**src/rtl/async_tx_pkg.sv**
```systemverilog
package async_tx_pkg;

    typedef enum logic [2:0] {
        ST_IDLE,
        ST_START,
        ST_DATA,
        ST_PARITY,
        ST_STOP
    } tx_state_t;

    typedef struct packed {
        logic       brk;
        logic       stick;
        logic       even;
        logic       pen;
        logic       stb;
        logic [1:0] wlen;
    } frame_cfg_t;

    function automatic frame_cfg_t decode_cfg(input logic [7:0] word);
        frame_cfg_t c;
        c.wlen  = word[1:0];
        c.stb   = word[2];
        c.pen   = word[3];
        c.even  = word[4];
        c.stick = word[5];
        c.brk   = word[6];
        return c;
    endfunction

endpackage

```
**src/rtl/async_tx_hold.sv**
```systemverilog
module async_tx_hold #(
    parameter int DATA_W = 8
) (
    input  logic              clk,
    input  logic              rst_n,
    input  logic [DATA_W-1:0] in_data,
    input  logic              in_valid,
    output logic              in_ready,
    input  logic              take,
    output logic              full,
    output logic [DATA_W-1:0] data_o
);

    always_ff @(posedge clk or negedge rst_n) begin
        if (!rst_n) begin
            full   <= 1'b0;
            data_o <= '0;
        end else if (!full && in_valid) begin
            full   <= 1'b1;
            data_o <= in_data;
        end else if (full && take) begin
            full   <= 1'b0;
        end
    end

    assign in_ready = !full;

endmodule

```
**src/rtl/async_tx_par.sv**
```systemverilog
module async_tx_par #(
    parameter int DATA_W = 8
) (
    input  logic [DATA_W-1:0] data,
    input  logic [1:0]        wlen,
    input  logic              even,
    input  logic              stick,
    output logic              par_bit
);

    localparam int MIN_W = DATA_W - 3;

    logic [DATA_W-1:0] keep;

    generate
        for (genvar i = 0; i < DATA_W; i++) begin : g_mask
            if (i < MIN_W) begin : g_always
                assign keep[i] = data[i];
            end else begin : g_sel
                assign keep[i] = data[i] & (int'(wlen) >= (i - MIN_W + 1));
            end
        end
    endgenerate

    logic ones_odd;
    assign ones_odd = ^keep;

    always_comb begin
        if (stick) begin
            par_bit = !even;
        end else if (even) begin
            par_bit = ones_odd;
        end else begin
            par_bit = !ones_odd;
        end
    end

endmodule

```
**src/rtl/async_tx_fsm.sv**
```systemverilog
module async_tx_fsm
    import async_tx_pkg::*;
#(
    parameter int DATA_W = 8,
    parameter int OSR    = 16
) (
    input  logic              clk,
    input  logic              rst_n,
    input  logic              tick,
    input  logic              start_ok,
    input  logic [DATA_W-1:0] data,
    input  frame_cfg_t        cfg,
    input  logic              par_bit,
    output logic              take,
    output logic              busy,
    output logic              line
);

    localparam int MIN_W = DATA_W - 3;
    localparam int CW    = $clog2(2 * OSR);
    localparam int BW    = $clog2(DATA_W);
    localparam logic [CW-1:0] LIM_ONE  = CW'(OSR - 1);
    localparam logic [CW-1:0] LIM_HALF = CW'(OSR + OSR / 2 - 1);
    localparam logic [CW-1:0] LIM_TWO  = CW'(2 * OSR - 1);

    tx_state_t         state, nxt;
    logic [CW-1:0]     cnt;
    logic [CW-1:0]     stop_lim;
    logic [BW-1:0]     bitidx;
    logic [BW-1:0]     nlast;
    logic [DATA_W-1:0] shreg;
    logic              par_q;
    logic              pen_q;
    logic              seg_end;
    logic              load;

    assign load    = (state == ST_IDLE) && start_ok;
    assign seg_end = tick && (cnt == ((state == ST_STOP) ? stop_lim : LIM_ONE));

    always_ff @(posedge clk or negedge rst_n) begin
        if (!rst_n) begin
            state <= ST_IDLE;
        end else begin
            state <= nxt;
        end
    end

    always_comb begin
        nxt = state;
        unique case (state)
            ST_IDLE:   if (start_ok) nxt = ST_START;
            ST_START:  if (seg_end) nxt = ST_DATA;
            ST_DATA:   if (seg_end && bitidx == nlast) nxt = pen_q ? ST_PARITY : ST_STOP;
            ST_PARITY: if (seg_end) nxt = ST_STOP;
            ST_STOP:   if (seg_end) nxt = ST_IDLE;
            default:   nxt = ST_IDLE;
        endcase
    end

    always_ff @(posedge clk or negedge rst_n) begin
        if (!rst_n) begin
            cnt      <= '0;
            stop_lim <= LIM_ONE;
            bitidx   <= '0;
            nlast    <= '0;
            shreg    <= '0;
            par_q    <= 1'b1;
            pen_q    <= 1'b0;
        end else begin
            if (state == ST_IDLE || seg_end) begin
                cnt <= '0;
            end else if (tick) begin
                cnt <= cnt + 1'b1;
            end
            if (load) begin
                shreg  <= data;
                par_q  <= par_bit;
                pen_q  <= cfg.pen;
                bitidx <= '0;
                nlast  <= BW'(MIN_W - 1) + BW'(cfg.wlen);
                if (!cfg.stb) begin
                    stop_lim <= LIM_ONE;
                end else if (cfg.wlen == 2'b00) begin
                    stop_lim <= LIM_HALF;
                end else begin
                    stop_lim <= LIM_TWO;
                end
            end else if (state == ST_DATA && seg_end) begin
                shreg  <= shreg >> 1;
                bitidx <= bitidx + 1'b1;
            end
        end
    end

    always_comb begin
        take = load;
        busy = (state != ST_IDLE);
        unique case (state)
            ST_IDLE:   line = 1'b1;
            ST_START:  line = 1'b0;
            ST_DATA:   line = shreg[0];
            ST_PARITY: line = par_q;
            ST_STOP:   line = 1'b1;
            default:   line = 1'b1;
        endcase
    end

endmodule

```
**src/rtl/async_tx.sv**
```systemverilog
module async_tx
    import async_tx_pkg::*;
#(
    parameter int DATA_W = 8,
    parameter int OSR    = 16
) (
    input  logic              clk,
    input  logic              rst_n,
    input  logic              tick,
    input  logic [7:0]        lcr,
    input  logic              cts_en,
    input  logic              cts,
    input  logic [DATA_W-1:0] in_data,
    input  logic              in_valid,
    output logic              in_ready,
    output logic              txd,
    output logic              hold_empty,
    output logic              tx_empty
);

    frame_cfg_t        cfg;
    logic              hold_full;
    logic [DATA_W-1:0] hold_data;
    logic              take;
    logic              busy;
    logic              line;
    logic              par_bit;
    logic              start_ok;
    logic              unused_lcr7;

    assign cfg         = decode_cfg(lcr);
    assign unused_lcr7 = lcr[7];
    assign start_ok    = hold_full && (!cts_en || cts);

    async_tx_hold #(.DATA_W(DATA_W)) u_hold (
        .clk      (clk),
        .rst_n    (rst_n),
        .in_data  (in_data),
        .in_valid (in_valid),
        .in_ready (in_ready),
        .take     (take),
        .full     (hold_full),
        .data_o   (hold_data)
    );

    async_tx_par #(.DATA_W(DATA_W)) u_par (
        .data    (hold_data),
        .wlen    (cfg.wlen),
        .even    (cfg.even),
        .stick   (cfg.stick),
        .par_bit (par_bit)
    );

    async_tx_fsm #(.DATA_W(DATA_W), .OSR(OSR)) u_fsm (
        .clk      (clk),
        .rst_n    (rst_n),
        .tick     (tick),
        .start_ok (start_ok),
        .data     (hold_data),
        .cfg      (cfg),
        .par_bit  (par_bit),
        .take     (take),
        .busy     (busy),
        .line     (line)
    );

    assign txd        = cfg.brk ? 1'b0 : line;
    assign hold_empty = !hold_full;
    assign tx_empty   = !busy && !hold_full;

endmodule

```
**config.mk**
```make
export PLATFORM = sky130hd
export DESIGN_NAME = async_tx
export DESIGN_NICKNAME = d
export VERILOG_FILES = /design/src/rtl/async_tx_pkg.sv /design/src/rtl/async_tx_hold.sv /design/src/rtl/async_tx_par.sv /design/src/rtl/async_tx_fsm.sv /design/src/rtl/async_tx.sv
export SDC_FILE = /design/constraint.sdc
export NUM_CORES = 1
export LEC_CHECK = 0
export ABC_AREA = 1
export CAP_MARGIN = 20
export CORE_MARGIN = 2
export CORE_UTILIZATION = 49
export DETAILED_ROUTE_END_ITERATION = 10
export PLACE_DENSITY_LB_ADDON = 0.2
export SLEW_MARGIN = 20
export SYNTH_ARGS = -nofsm -noshare
export SYNTH_HDL_FRONTEND = slang
export SYNTH_HIERARCHICAL = 1
export SYNTH_SLANG_ARGS = --single-unit
```
**constraint.sdc**
```tcl
create_clock -name clk -period 1.4 [get_ports clk]
set_clock_uncertainty 0.15 [all_clocks]
set_input_delay 0.28 -clock clk [delete_from_list [all_inputs] [get_ports clk]]
set_output_delay 0.28 -clock clk [all_outputs]
set_load 0.005 [all_outputs]
```
==> impl_metrics.tcl <==
set metrics [dict create \
    status "complete, but fails checks" \
    failed_checks "setup timing" \
    pint_w 0.003836 \
    worst_path_required_ns 0.97 \
    globalRoute.totalOverflow 0 \
    globalplace.congestion 0.7902 \
    max_freq_ghz 0.5300 \
    worst_slew_margin_relative_to_its_limit 0.7755 \
    cell_type_with_the_highest_aggregate_area_in_the_netlist "sky130_fd_sc_hd__dfrtp_1" \
    endpoint_kind "output port" \
    p_total_w 0.006533 \
    grt_start_max_net_pins 24 \
    finalCriticalPeriod_ns 1.887 \
    postSynthCellCount 254 \
    pin_count 26 \
    gr-max-usage-layer "met2" \
    die_area_sq_um 4616 \
    vias 2016 \
    clockPowerShare 0.146 \
    cts_root_buf "sky130_fd_sc_hd__clkbuf_8" \
    report.final.setup_viol 29 \
    hold_path_class "in -> async" \
    synth_edf_count 0 \
    firstDrtPassIters 4 \
    grt_pass1_wl_mm 7.714 \
    setup_repair_after_global_routing_missed_its_margin "yes" \
    cts_made_buffers 5 \
    timing.hold.ws_ns 0.09792 \
    critPathKind "reg -> out" \
    switching_share 0.4129 \
    synth_area_per_cell_sq_um 7.887 \
    number_of_max_slew_violations_in_the_final_report 0 \
    ctsHoldBuffers 0 \
    antenna_found_initial 0 \
    synthesis.nets 278 \
    chipHeight_um 67.94 \
    buffer_ports.inserted 24 \
    clk_path_buf_depth 2 \
    proportion_of_power_drawn_by_flip_flops_and_latches 0.270 \
    floorplan.rows 23 \
    setup_tns_ns -9.026 \
    flow.area_growth_from_synthesis_pct 58.28 \
    fp.dieW_um 67.94 \
    grt_use_met2 0.3920 \
    leakagePower_nw 1.612 \
    grt_use_met3 0.04934 \
    starting_density 0.5044 \
    h-tree-depth 2 \
    track_usage 0.2262 \
    ys_seq_area_frac 0.4385 \
    ys_async_sr_fraction 1.000 \
    power_density_nw_per_um2 2061 \
    avgRoutedWirePerCell_um 16.01 \
    cp-start-kind "flip-flop" \
    utilization 0.7984 \
    clkLatencyLatePin_ns 0.29 \
    antenna_left 0 \
    peakVddDrop_mv 1.039 \
    clock_tree_from_tritoncts "yes" \
    first_global_vias 1741 \
    min_period_over_period 1.348 \
    worstPathArrival_ns 1.46 \
    grt_util_met1 0.2769 \
    synthTopCellsByArea "sky130_fd_sc_hd__dfrtp_1 (41%), sky130_fd_sc_hd__nand2_1 (18%), sky130_fd_sc_hd__nand3_2 (6.5%)" \
    post-dp-hpwl_mm 3.300 \
    synth_area_sq_um 2003 \
    via_per_inst 5.183 \
    detail_route.drc_violations 0 \
    synth-seq-cells 35 \
    final_nets 362 \
    drt_wl_total_mm 6.229 \
    post-synth-top-count-cell "sky130_fd_sc_hd__nand2_1" \
    worst_pin_slew_ns 0.3356 \
    share_of_layout_cells_above_drive_strength_1 0.4189 \
    netlist.area_leader.share 0.4122 \
    dr.first_iter.drc_count 144 \
    synth.yosys.warnings 6 \
    most_frequent_cells_after_synthesis "sky130_fd_sc_hd__nand2_1 (94), sky130_fd_sc_hd__dfrtp_1 (33), sky130_fd_sc_hd__inv_1 (25), sky130_fd_sc_hd__nand3_1 (22)" \
    cts.sink_count 35 \
    number_of_unique_standard_cell_types_used_by_synthesis 29 \
    hold_violations 0 \
    antennaDiodeCount 0 \
    path_clk_slew_ns 0.08 \
    combinationalPowerShare 0.584 \
    core_region_area_sq_um 3971 \
    synth_flop_cell "sky130_fd_sc_hd__dfrtp_1" \
    placed_cells 361 \
    layout.cells.non_filler 389 \
    netSwitchingPower_w 0.002698 \
    critPathMaxFanout 4 \
    timing.max_cap.violations 0 \
    post-route-worst-setup-slack_ns -0.4866 \
]
[timing repair]
| item | 4_1_cts | 5_1_grt |
|---|---|---|
| resized for setup | 40 | 56 |
| cloned | 1 | 4 |
| pin swaps | 11 | 26 |
| setup buffers | 11 | 7 |
| setup endpoints to repair | 31 | 31 |
[per-stage QoR]
step	worst slack, ns	instance area, sq um
6_report	-0.4866	3171
5_1_grt	-0.5750	3171
4_1_cts	-0.3465	2864
3_5_place_dp	-0.5461	2562
3_3_place_gp	-0.4752	2562
2_1_floorplan	-0.1388	2016
[path summary, 6_finish.rpt]
path	startpoint	to	slack [ns]	cells after the start
max	u_fsm/state[0]$_DFFE_PN0P_	txd	-0.49	7
min	rst_n	u_fsm/nlast[1]$_DFFE_PN0P_	0.1	1
max reg2reg	u_fsm/state[0]$_DFFE_PN0P_	u_fsm/shreg[5]$_DFFE_PN0P_	-0.42	11
min reg2reg	u_fsm/par_q$_DFFE_PN1P_	u_fsm/par_q$_DFFE_PN1P_	0.35	2
max in group asynchronous	rst_n	u_hold/data_o[0]$_DFFE_PN0P_	0.47	2
min in group clk	u_fsm/par_q$_DFFE_PN1P_	u_fsm/par_q$_DFFE_PN1P_	0.35	2
[cell families (layout without fill, tap and decap cells)]
family                     after synthesis  after routing  synth area share
and+or+nand+nor                        161            162            0.3885
DFF                                     35             35            0.4385
buffers and inverters                   34            118           0.08057
AOI/OAI and AO/OA                       13             13           0.04060
xor gates and xnor gates                 9              9           0.03935
adders and majority gates                2              2           0.01249
[cells in the final DEF, fill, tap and decap left out, types with 2 or more instances in the layout]
master                            netlist  layout
sky130_fd_sc_hd__dfrtp_1               33      30
sky130_fd_sc_hd__inv_4                  0       3
sky130_fd_sc_hd__nand3_4                0       2
sky130_fd_sc_hd__buf_12                 0       3
sky130_fd_sc_hd__dlygate4sd2_1          0       2
sky130_fd_sc_hd__nand2_1               94      76
sky130_fd_sc_hd__nor2_2                 1       4
sky130_fd_sc_hd__xor2_1                 4       4
sky130_fd_sc_hd__xnor2_1                5       4
sky130_fd_sc_hd__buf_6                  4      17
sky130_fd_sc_hd__o21ai_2                1       3
sky130_fd_sc_hd__nand4_1                7       7
sky130_fd_sc_hd__dfstp_2                2       2
sky130_fd_sc_hd__inv_1                 25      21
sky130_fd_sc_hd__a21oi_2                1       4
sky130_fd_sc_hd__nor2_1                13       8
sky130_fd_sc_hd__inv_2                  2       3
sky130_fd_sc_hd__buf_2                  3       2
sky130_fd_sc_hd__nand2_8                0       4
sky130_fd_sc_hd__nand3_1               22      17
sky130_fd_sc_hd__clkdlybuf4s50_1        0      18
sky130_fd_sc_hd__nand2_2                3      16
sky130_fd_sc_hd__dfrtp_2                0       3
sky130_fd_sc_hd__nand3_2               13      16
sky130_fd_sc_hd__buf_4                  0      37
sky130_fd_sc_hd__nand2_4                2       4
sky130_fd_sc_hd__nor2_4                 2       4
sky130_fd_sc_hd__clkbuf_8               0       6
sky130_fd_sc_hd__ha_1                   2       2
sky130_fd_sc_hd__clkbuf_16              0       3
[cell type report]
class / instances / area [sq um]
clock inverter: 2 / 35.03
sequential: 35 / 882.1
multi-input combinational: 186 / 1182
tap: 50 / 62.56
fill: 243 / 800.8
clock buffer: 6 / 82.58
timing repair buffer: 83 / 817.0
inverter: 27 / 108.9
[flip-flops by register name, summed over array words and instances, names as in the netlist]
name            count
u_fsm/shreg         8
u_hold/data_o       8
u_fsm/cnt           5
u_fsm/bitidx        3
u_fsm/nlast         3
u_fsm/state         3
u_fsm/stop_lim      2
u_fsm/par_q         1
u_fsm/pen_q         1
u_hold/full         1
[worst max-delay path, stage by stage, from the launching register on]
cell	delay, ns
sky130_fd_sc_hd__dfrtp_2	0.44
sky130_fd_sc_hd__buf_6	0.15
sky130_fd_sc_hd__nor2_4	0.15
sky130_fd_sc_hd__nand2_1	0.07
sky130_fd_sc_hd__nand3_1	0.09
sky130_fd_sc_hd__inv_1	0.08
sky130_fd_sc_hd__nor2_1	0.08
sky130_fd_sc_hd__buf_2	0.12
[routing by layer]
metal  wire length [um]  part of all wire
met3                299             0.048
met5                  0                 0
met2               3368              0.54
met1               2482              0.40
met4                 78             0.013
[power by group through the flow]
stage	Combinational (W)	Clock [W]	Sequential, W
6_report	0.00381	0.000956	0.00176
5_1_grt	0.00411	0.00102	0.00179
4_1_cts	0.00286	0.000963	0.00172
3_5_place_dp	0.00250	0	0.00175
3_3_place_gp	0.00243	0	0.00174
2_1_floorplan	0.00155	0	0.00168
(Power assumes the default switching activity.)
